File: src/rtl/bscan_pkg.sv
`timescale 1ns/1ps
package bscan_pkg;

  typedef struct packed {
    logic cap;
    logic shf;
    logic upd;
  } strobe_t;

  // Qualify the raw strobes with the chain select; capture outranks shift.
  function automatic strobe_t gate_strobes(logic sel, logic cap, logic shf, logic upd);
    strobe_t s;
    s.cap = sel & cap;
    s.shf = sel & shf & ~cap;
    s.upd = sel & upd;
    return s;
  endfunction

  // Next value of a cell's first stage.
  function automatic logic stage_next(logic cap, logic shf, logic par, logic ser, logic cur);
    logic r;
    if (cap)      r = par;
    else if (shf) r = ser;
    else          r = cur;
    return r;
  endfunction

  // Value a cell presents at its parallel output.
  function automatic logic cell_drive(logic test_mode, logic held, logic func);
    return test_mode ? held : func;
  endfunction

endpackage

File: src/rtl/bscan_strobe_gate.sv
`timescale 1ns/1ps
module bscan_strobe_gate
  import bscan_pkg::*;
(
  input  logic sel,
  input  logic capture_en,
  input  logic shift_en,
  input  logic update_en,
  output logic cap_fire,
  output logic shift_fire,
  output logic upd_fire
);
  strobe_t s;

  always_comb begin
    s          = gate_strobes(sel, capture_en, shift_en, update_en);
    cap_fire   = s.cap;
    shift_fire = s.shf;
    upd_fire   = s.upd;
  end
endmodule

File: src/rtl/bscan_cell.sv
`timescale 1ns/1ps
module bscan_cell
  import bscan_pkg::*;
(
  input  logic tck,
  input  logic rst_n,
  input  logic cap_fire,
  input  logic shift_fire,
  input  logic upd_fire,
  input  logic test_mode,
  input  logic func_in,
  input  logic ser_in,
  output logic ser_out,
  output logic held_out,
  output logic par_out
);
  logic stage_q;
  logic held_q;

  // First stage: capture or shift on the rising edge.
  always_ff @(posedge tck or negedge rst_n) begin
    if (!rst_n) stage_q <= 1'b0;
    else        stage_q <= stage_next(cap_fire, shift_fire, func_in, ser_in, stage_q);
  end

  // Second stage: loaded only by the update strobe, on the falling edge.
  always_ff @(negedge tck or negedge rst_n) begin
    if (!rst_n)        held_q <= 1'b0;
    else if (upd_fire) held_q <= stage_q;
  end

  assign ser_out  = stage_q;
  assign held_out = held_q;
  assign par_out  = cell_drive(test_mode, held_q, func_in);
endmodule

File: src/rtl/bscan_tail.sv
`timescale 1ns/1ps
module bscan_tail (
  input  logic tck,
  input  logic rst_n,
  input  logic last_bit,
  output logic scan_out
);
  // Serial output is retimed to the falling edge so a downstream device
  // sampling on the rising edge sees a settled value.
  always_ff @(negedge tck or negedge rst_n) begin
    if (!rst_n) scan_out <= 1'b0;
    else        scan_out <= last_bit;
  end
endmodule

File: src/rtl/bscan_chain.sv
`timescale 1ns/1ps
module bscan_chain #(
  parameter int N_IN  = 4,
  parameter int N_OUT = 4
) (
  input  logic             tck,
  input  logic             rst_n,
  input  logic             sel,
  input  logic             capture_en,
  input  logic             shift_en,
  input  logic             update_en,
  input  logic             test_mode,
  input  logic             scan_in,
  output logic             scan_out,
  input  logic [N_IN-1:0]  pin_in,
  output logic [N_IN-1:0]  core_in,
  input  logic [N_OUT-1:0] core_out,
  output logic [N_OUT-1:0] pin_out
);
  localparam int N = N_IN + N_OUT;

  // Internal events exposed for the checker.
  logic         cap_fire;
  logic         shift_fire;
  logic         upd_fire;
  logic [N-1:0] cap_vec;
  logic [N-1:0] upd_vec;
  logic [N-1:0] func_vec;
  logic [N-1:0] drv_vec;
  logic [N:0]   ser_link;

  assign ser_link[0] = scan_in;
  assign func_vec    = {core_out, pin_in};

  bscan_strobe_gate u_gate (
    .sel        (sel),
    .capture_en (capture_en),
    .shift_en   (shift_en),
    .update_en  (update_en),
    .cap_fire   (cap_fire),
    .shift_fire (shift_fire),
    .upd_fire   (upd_fire)
  );

  for (genvar i = 0; i < N; i++) begin : g_cell
    bscan_cell u_cell (
      .tck        (tck),
      .rst_n      (rst_n),
      .cap_fire   (cap_fire),
      .shift_fire (shift_fire),
      .upd_fire   (upd_fire),
      .test_mode  (test_mode),
      .func_in    (func_vec[i]),
      .ser_in     (ser_link[i]),
      .ser_out    (ser_link[i+1]),
      .held_out   (upd_vec[i]),
      .par_out    (drv_vec[i])
    );
    assign cap_vec[i] = ser_link[i+1];
  end

  assign core_in = drv_vec[N_IN-1:0];
  assign pin_out = drv_vec[N-1:N_IN];

  bscan_tail u_tail (
    .tck      (tck),
    .rst_n    (rst_n),
    .last_bit (ser_link[N]),
    .scan_out (scan_out)
  );
endmodule

File: config.mk
export PLATFORM = sky130hd
export DESIGN_NAME = bscan_chain
export DESIGN_NICKNAME = d
export VERILOG_FILES = /design/src/rtl/bscan_pkg.sv /design/src/rtl/bscan_strobe_gate.sv /design/src/rtl/bscan_cell.sv /design/src/rtl/bscan_tail.sv /design/src/rtl/bscan_chain.sv
export SDC_FILE = /design/constraint.sdc
export NUM_CORES = 1
export LEC_CHECK = 0
export BUFFER_PORTS_ARGS = -buffer_cell sky130_fd_sc_hd__buf_2
export CAP_MARGIN = 10
export CORE_MARGIN = 8
export CORE_UTILIZATION = 50
export CTS_BUF_LIST = sky130_fd_sc_hd__clkbuf_4 sky130_fd_sc_hd__clkbuf_8
export CTS_CLUSTER_SIZE = 20
export DETAILED_ROUTE_END_ITERATION = 8
export HOLD_SLACK_MARGIN = 0.15
export PLACE_DENSITY = 0.76
export SLEW_MARGIN = 20
export SYNTH_ARGS = -nofsm -noshare
export SYNTH_HDL_FRONTEND = slang
export SYNTH_SLANG_ARGS = --single-unit
File: constraint.sdc
create_clock -name tck -period 1.08 [get_ports tck]
set_clock_uncertainty 0.05 [all_clocks]
set_input_delay 0.108 -clock tck [delete_from_list [all_inputs] [get_ports tck]]
set_output_delay 0.108 -clock tck [all_outputs]
set_load 0.1 [all_outputs]
==> run summary, run 1 <==
Drt first pass iters: 4
Sequential share of the synthesized area: 0.443
CP Launch Type: register
Worst Slack Setup Final: -0.718 ns
RePlAce Congestion: 0.763
ANT nets after route: 0
Worst path cell trace: mux2_4, buf_12
Worst-path clk slew: 0.10 ns
Post-Synthesis Cells: 67
Hold crit path type: primary input to register
Mapped cell area: 961 um^2
Failing checks: setup timing
Ant diodes: 0
CP max-delay cell: dfrtn_1
Std-Cell Core Area: 1880 um^2
RSZ-0062 raised after global routing: true
TritonCTS Sinks: 17
I/O Buffers: 24
Area Overhead vs Synth: 55.6%
Die width: 59.8 um
Worst r2r dst: g_cell[0].u_cell.held_out$_DFFE_NN0P_
Final wirelength: 2080 um
Rows: 16
WHS Path Cells: 3
Crit Reg-Reg Startpoint: g_cell[0].u_cell.ser_out$_DFFE_PN0P_
Final setup viols: 19
Largest area contributor in the netlist: dfrtn_1
Slew headroom: 0.773
CP Capture Type: primary output
Critical Path AT: 1.64 ns
Starting Density: 0.511
Via/cell ratio: 5.11
Clk_lat worst skew: 0.29 ns
Post-synthesis cell type count: 14
Avg Inst Size Synth: 14.3 um^2
DP Cell Count: 121
Critical Path Stages: 2
H-tree levels: 1
P per Cell Area: 1660 nW/um^2
Top-area cell type share of the netlist area: 0.234
CTS tree: done
Yosys Warn Count: 0
Design area: 1500 um^2
DR iter-0 viols: 17
Slew @ Worst Pin: 0.340 ns
WL per Instance: 14.5 um
Setup crit start: g_cell[6].u_cell.held_out$_DFFE_NN0P_
TritonCTS buffer count: 3
Most frequent cells in the layout: buf_4 (21), mux2_4 (16), buf_2 (15)
Main area contributors after synthesis: dfrtn_1 (23%), dfrtp_1 (21%), mux2_4 (13%)
Total track usage: 0.125
VDD IR-drop max: 0.00131 V
Core Util, Final: 0.795
Layout cells sized above 1: 0.621
Number of global-route vias before repair: 805
Slew Limit Fails: 0
Clock Path Buffers: 2
Post-place setup slack: -0.392 ns
Nets: 133
Final std cells w/o fill: 143
Crit path largest cell delay: 0.36 ns
DP Wirelength: 1500 um
Total gr overflow: 0
Placed cell area: 1300 um^2
Syn nets: 83
CP Class: register to primary output
Worst-path fanout max: 2
CTS Root Cell: clkbuf_4
Endpoints failing hold: 0
Max-cap violations: 0
Most common cell after layout, fill and taps aside: buf_4
Die Height: 59.8 um
Largest net degree at the start of global routing: 16
DRC: 0
Vias: 731
First-pass GRT wire length: 3500 um
Data required, critical path: 0.92 ns
Status: complete, but fails checks
Flop2flop setup slack: -0.34 ns
Ports: 25
DIE AREA: 3580 um^2
Worst setup path end: pin_out[2]
Leak: 0.702 nW
Initial antenna violation count: 0
Reg2Reg Depth: 1
Seq cells post-synth: 17
Top delay family on crit path: flip-flops
CP Buf/Inv Count: 1
-- timing repair --
| action | CTS | global route |
|---|---|---|
| endpoints found under the setup margin | 18 | 18 |
| hold buffers | 10 | 0 |
| pin swaps | 0 | 1 |
| hold endpoints to repair | 25 | 0 |
| gates resized for setup | 1 | 1 |
| setup buffers | 4 | 5 |
-- cell usage after synthesis --
master / instances
mux2_4: 8
buf_2: 2
nand2_1: 1
buf_4: 8
o21a_4: 1
nand2_8: 1
nand4bb_1: 8
buf_6: 1
dfrtn_1: 9
mux2_2: 8
dfrtp_1: 8
nand3b_1: 4
o211a_1: 4
o221a_2: 4
-- worst min-delay path, cell delays in order --
cell	delay, ns
buf_2	0.16
nand3b_1	0.10
o211a_1	0.11
-- layer usage --
| metal | track usage | vias to the layer above | part of all wire |
|---|---|---|---|
| met5 | 0 | - | 0 |
| met2 | 0.226 | 20 | 0.50 |
| li1 | - | 347 | - |
| met3 | 0.0258 | 2 | 0.042 |
| met4 | 0.0306 | 0 | 0.0096 |
| met1 | 0.143 | 362 | 0.45 |
-- sequential cells by signal, summed over array words and instances, names as in the netlist --
signal	cells
g_cell.u_cell.ser_out	8
u_tail.scan_out	1
g_cell.u_cell.held_out	8
-- layout make-up --
| type | count | area (um^2) |
|---|---|---|
| clock inverter | 1 | 5.00 |
| tap | 27 | 33.8 |
| sequential | 17 | 425 |
| multi-input combinational | 39 | 484 |
| fill | 120 | 387 |
| clock buffer | 3 | 22.5 |
| timing repair buffer | 56 | 524 |
-- where the power goes --
group	switching [mW]	internal (mW)	leakage (nW)
Clock	0.207	0.138	0.0177
Combinational	0.640	0.663	0.499
Sequential	0.0690	0.762	0.186
Total	0.916	1.56	0.702
-- per-stage QoR --
| step | power, mW | hold slack [ns] | TNS [ns] |
|---|---|---|---|
| after CTS | 2.45 | 0.164 | -9.00 |
| after floorplan | 1.78 | -0.238 | -5.86 |
| after global placement | 2.00 | -0.0233 | -6.12 |
| final | 2.48 | 0.160 | -8.96 |
| after global routing | 2.58 | 0.170 | -9.47 |
| after detailed placement | 2.02 | -0.0156 | -6.28 |
-- cell families (layout without fill, tap and decap cells) --
| logic type | after synthesis | count (layout) | synth area share |
|---|---|---|---|
| multiplexers | 16 | 16 | 0.219 |
| AND/OR/NAND/NOR | 14 | 14 | 0.150 |
| AO/OA/AOI/OAI | 9 | 9 | 0.104 |
| flip-flops | 17 | 17 | 0.443 |
| buffers and inverters | 11 | 60 | 0.0846 |
-- how the worst min path moves through the flow --
stage	end	slack [ns]	startpoint
after floorplan	g_cell[0].u_cell.ser_out$_DFFE_PN0P_	-0.24	rst_n
after global placement	g_cell[0].u_cell.ser_out$_DFFE_PN0P_	-0.02	rst_n
after detailed placement	g_cell[1].u_cell.ser_out$_DFFE_PN0P_	-0.02	rst_n
after CTS	g_cell[7].u_cell.ser_out$_DFFE_PN0P_	0.16	capture_en
after global routing	g_cell[7].u_cell.ser_out$_DFFE_PN0P_	0.17	capture_en
final	g_cell[7].u_cell.ser_out$_DFFE_PN0P_	0.16	capture_en
Power figures use the tool's default switching activity.
==> run 2, diff against run 1 <==
--- a/config.mk
+++ b/config.mk
@@ -14,6 +14,7 @@
 export DETAILED_ROUTE_END_ITERATION = 8
 export HOLD_SLACK_MARGIN = 0.15
 export PLACE_DENSITY = 0.76
+export REMOVE_ABC_BUFFERS = 1
 export SLEW_MARGIN = 20
 export SYNTH_ARGS = -nofsm -noshare
 export SYNTH_HDL_FRONTEND = slang
==> run summary, run 2 (synthesized netlist as in run 1, its figures left out) <==
DP Wirelength: 1570 um
Layout cells sized above 1: 0.626
VDD IR-drop max: 0.00132 V
Gate power share: 0.524
Fin Hold WS: 0.154 ns
Clk_lat worst skew: 0.29 ns
Nets: 132
Area Overhead vs Synth: 55.1%
CP Capture Type: primary output
Clock Path Buffers: 2
Largest net degree at the start of global routing: 18
CTS tree: done
RSZ-0062 raised after global routing: true
Most frequent cells in the layout: buf_4 (21), mux2_4 (16), buf_2 (14)
Initial antenna violation count: 0
Data required, critical path: 0.92 ns
Final std cells w/o fill: 142
Number of global-route vias before repair: 819
Hold crit path type: primary input to register
DRC: 0
Die width: 59.8 um
WL per Instance: 17.0 um
TritonCTS buffer count: 3
TritonCTS Sinks: 17
Ant diodes: 0
Total gr overflow: 0
CTS Root Cell: clkbuf_4
Worst-path clk slew: 0.09 ns
Clock network fraction of total power: 0.143
I/O Buffers: 24
Worst-path fanout max: 2
Total track usage: 0.148
DP Cell Count: 120
Switching share of power: 0.366
Critical Path AT: 1.64 ns
Most common cell after layout, fill and taps aside: buf_4
Vias: 735
Final wirelength: 2420 um
Drt first pass iters: 4
H-tree levels: 1
Slew @ Worst Pin: 0.293 ns
DIE AREA: 3580 um^2
Seq pwr share: 0.333
Via/cell ratio: 5.18
CP Launch Type: register
ANT nets after route: 0
Max-cap violations: 0
Slew Limit Fails: 0
Slew headroom: 0.805
Worst Slack Setup Final: -0.717 ns
Starting Density: 0.511
P per Cell Area: 1680 nW/um^2
Die Height: 59.8 um
Pint: 1.59 mW
Endpoints failing hold: 0
Sw Pwr: 0.916 mW
Final setup viols: 19
Leak: 0.699 nW
Core Util, Final: 0.792
Failing checks: setup timing
Ports: 25
First-pass GRT wire length: 3890 um
Status: complete, but fails checks
Rows: 16
CP Class: register to primary output
DR iter-0 viols: 17
RePlAce Congestion: 0.765
Std-Cell Core Area: 1880 um^2
## run 2: path summary, 6_finish.rpt
kind,startpoint,to,slack (ns),cells past startpoint
setup reg to reg,g_cell[5].u_cell.ser_out$_DFFE_PN0P_,g_cell[5].u_cell.held_out$_DFFE_NN0P_,-0.34,1
min in group asynchronous,rst_n,g_cell[2].u_cell.ser_out$_DFFE_PN0P_,0.22,2
setup / recovery,g_cell[2].u_cell.held_out$_DFFE_NN0P_,core_in[2],-0.72,2
hold reg to reg,g_cell[0].u_cell.held_out$_DFFE_NN0P_,g_cell[0].u_cell.held_out$_DFFE_NN0P_,0.42,1
max in group asynchronous,rst_n,u_tail.scan_out$_DFF_NN0_,0.10,2
hold / removal,scan_in,g_cell[0].u_cell.ser_out$_DFFE_PN0P_,0.15,3
## run 2: what timing repair did
item                                    in CTS  in global routing
endpoints found under the hold margin       24                  0
buffers inserted                             5                  6
pin swaps                                    0                  2
hold buffers                                 9                  0
resized for setup                            9                  1
endpoints found under the setup margin      18                 28
## run 2: routing by layer
layer	global-route usage	part of all wire	up-vias
met5	0	0	-
met3	0.0538	0.065	4
met2	0.245	0.50	24
met4	0.0612	0.0087	0
met1	0.168	0.43	361
li1	-	-	346
## run 2: power by group through the flow
stage,clock network [mW],logic (mW),registers (mW)
detailed placement,0,1.14,0.838
global route,0.407,1.37,0.848
CTS,0.375,1.25,0.832
floorplan,0,0.636,0.861
global placement,0,1.12,0.830
finish,0.359,1.31,0.834
## run 2: layout make-up
class,count,area [um^2]
multi-input combinational,39,484
clock buffer,4,30.0
fill,122,392
tap,27,33.8
sequential,17,425
timing repair buffer,55,517
## run 2: worst max-delay path, cell delays in order, from the launching register on
cell and delay, ns:
dfrtn_1 0.36, mux2_4 0.28, buf_12 0.17
## run 2: per-stage QoR
stage	power, mW	instance area [um^2]	worst slack [ns]	setup TNS, ns
final	2.50	1490	-0.717	-8.91
after global routing	2.62	1490	-0.762	-9.60
after CTS	2.46	1450	-0.720	-8.98
after detailed placement	1.98	1270	-0.415	-6.46
after global placement	1.95	1270	-0.404	-6.33
after floorplan	1.50	880	-0.567	-6.79
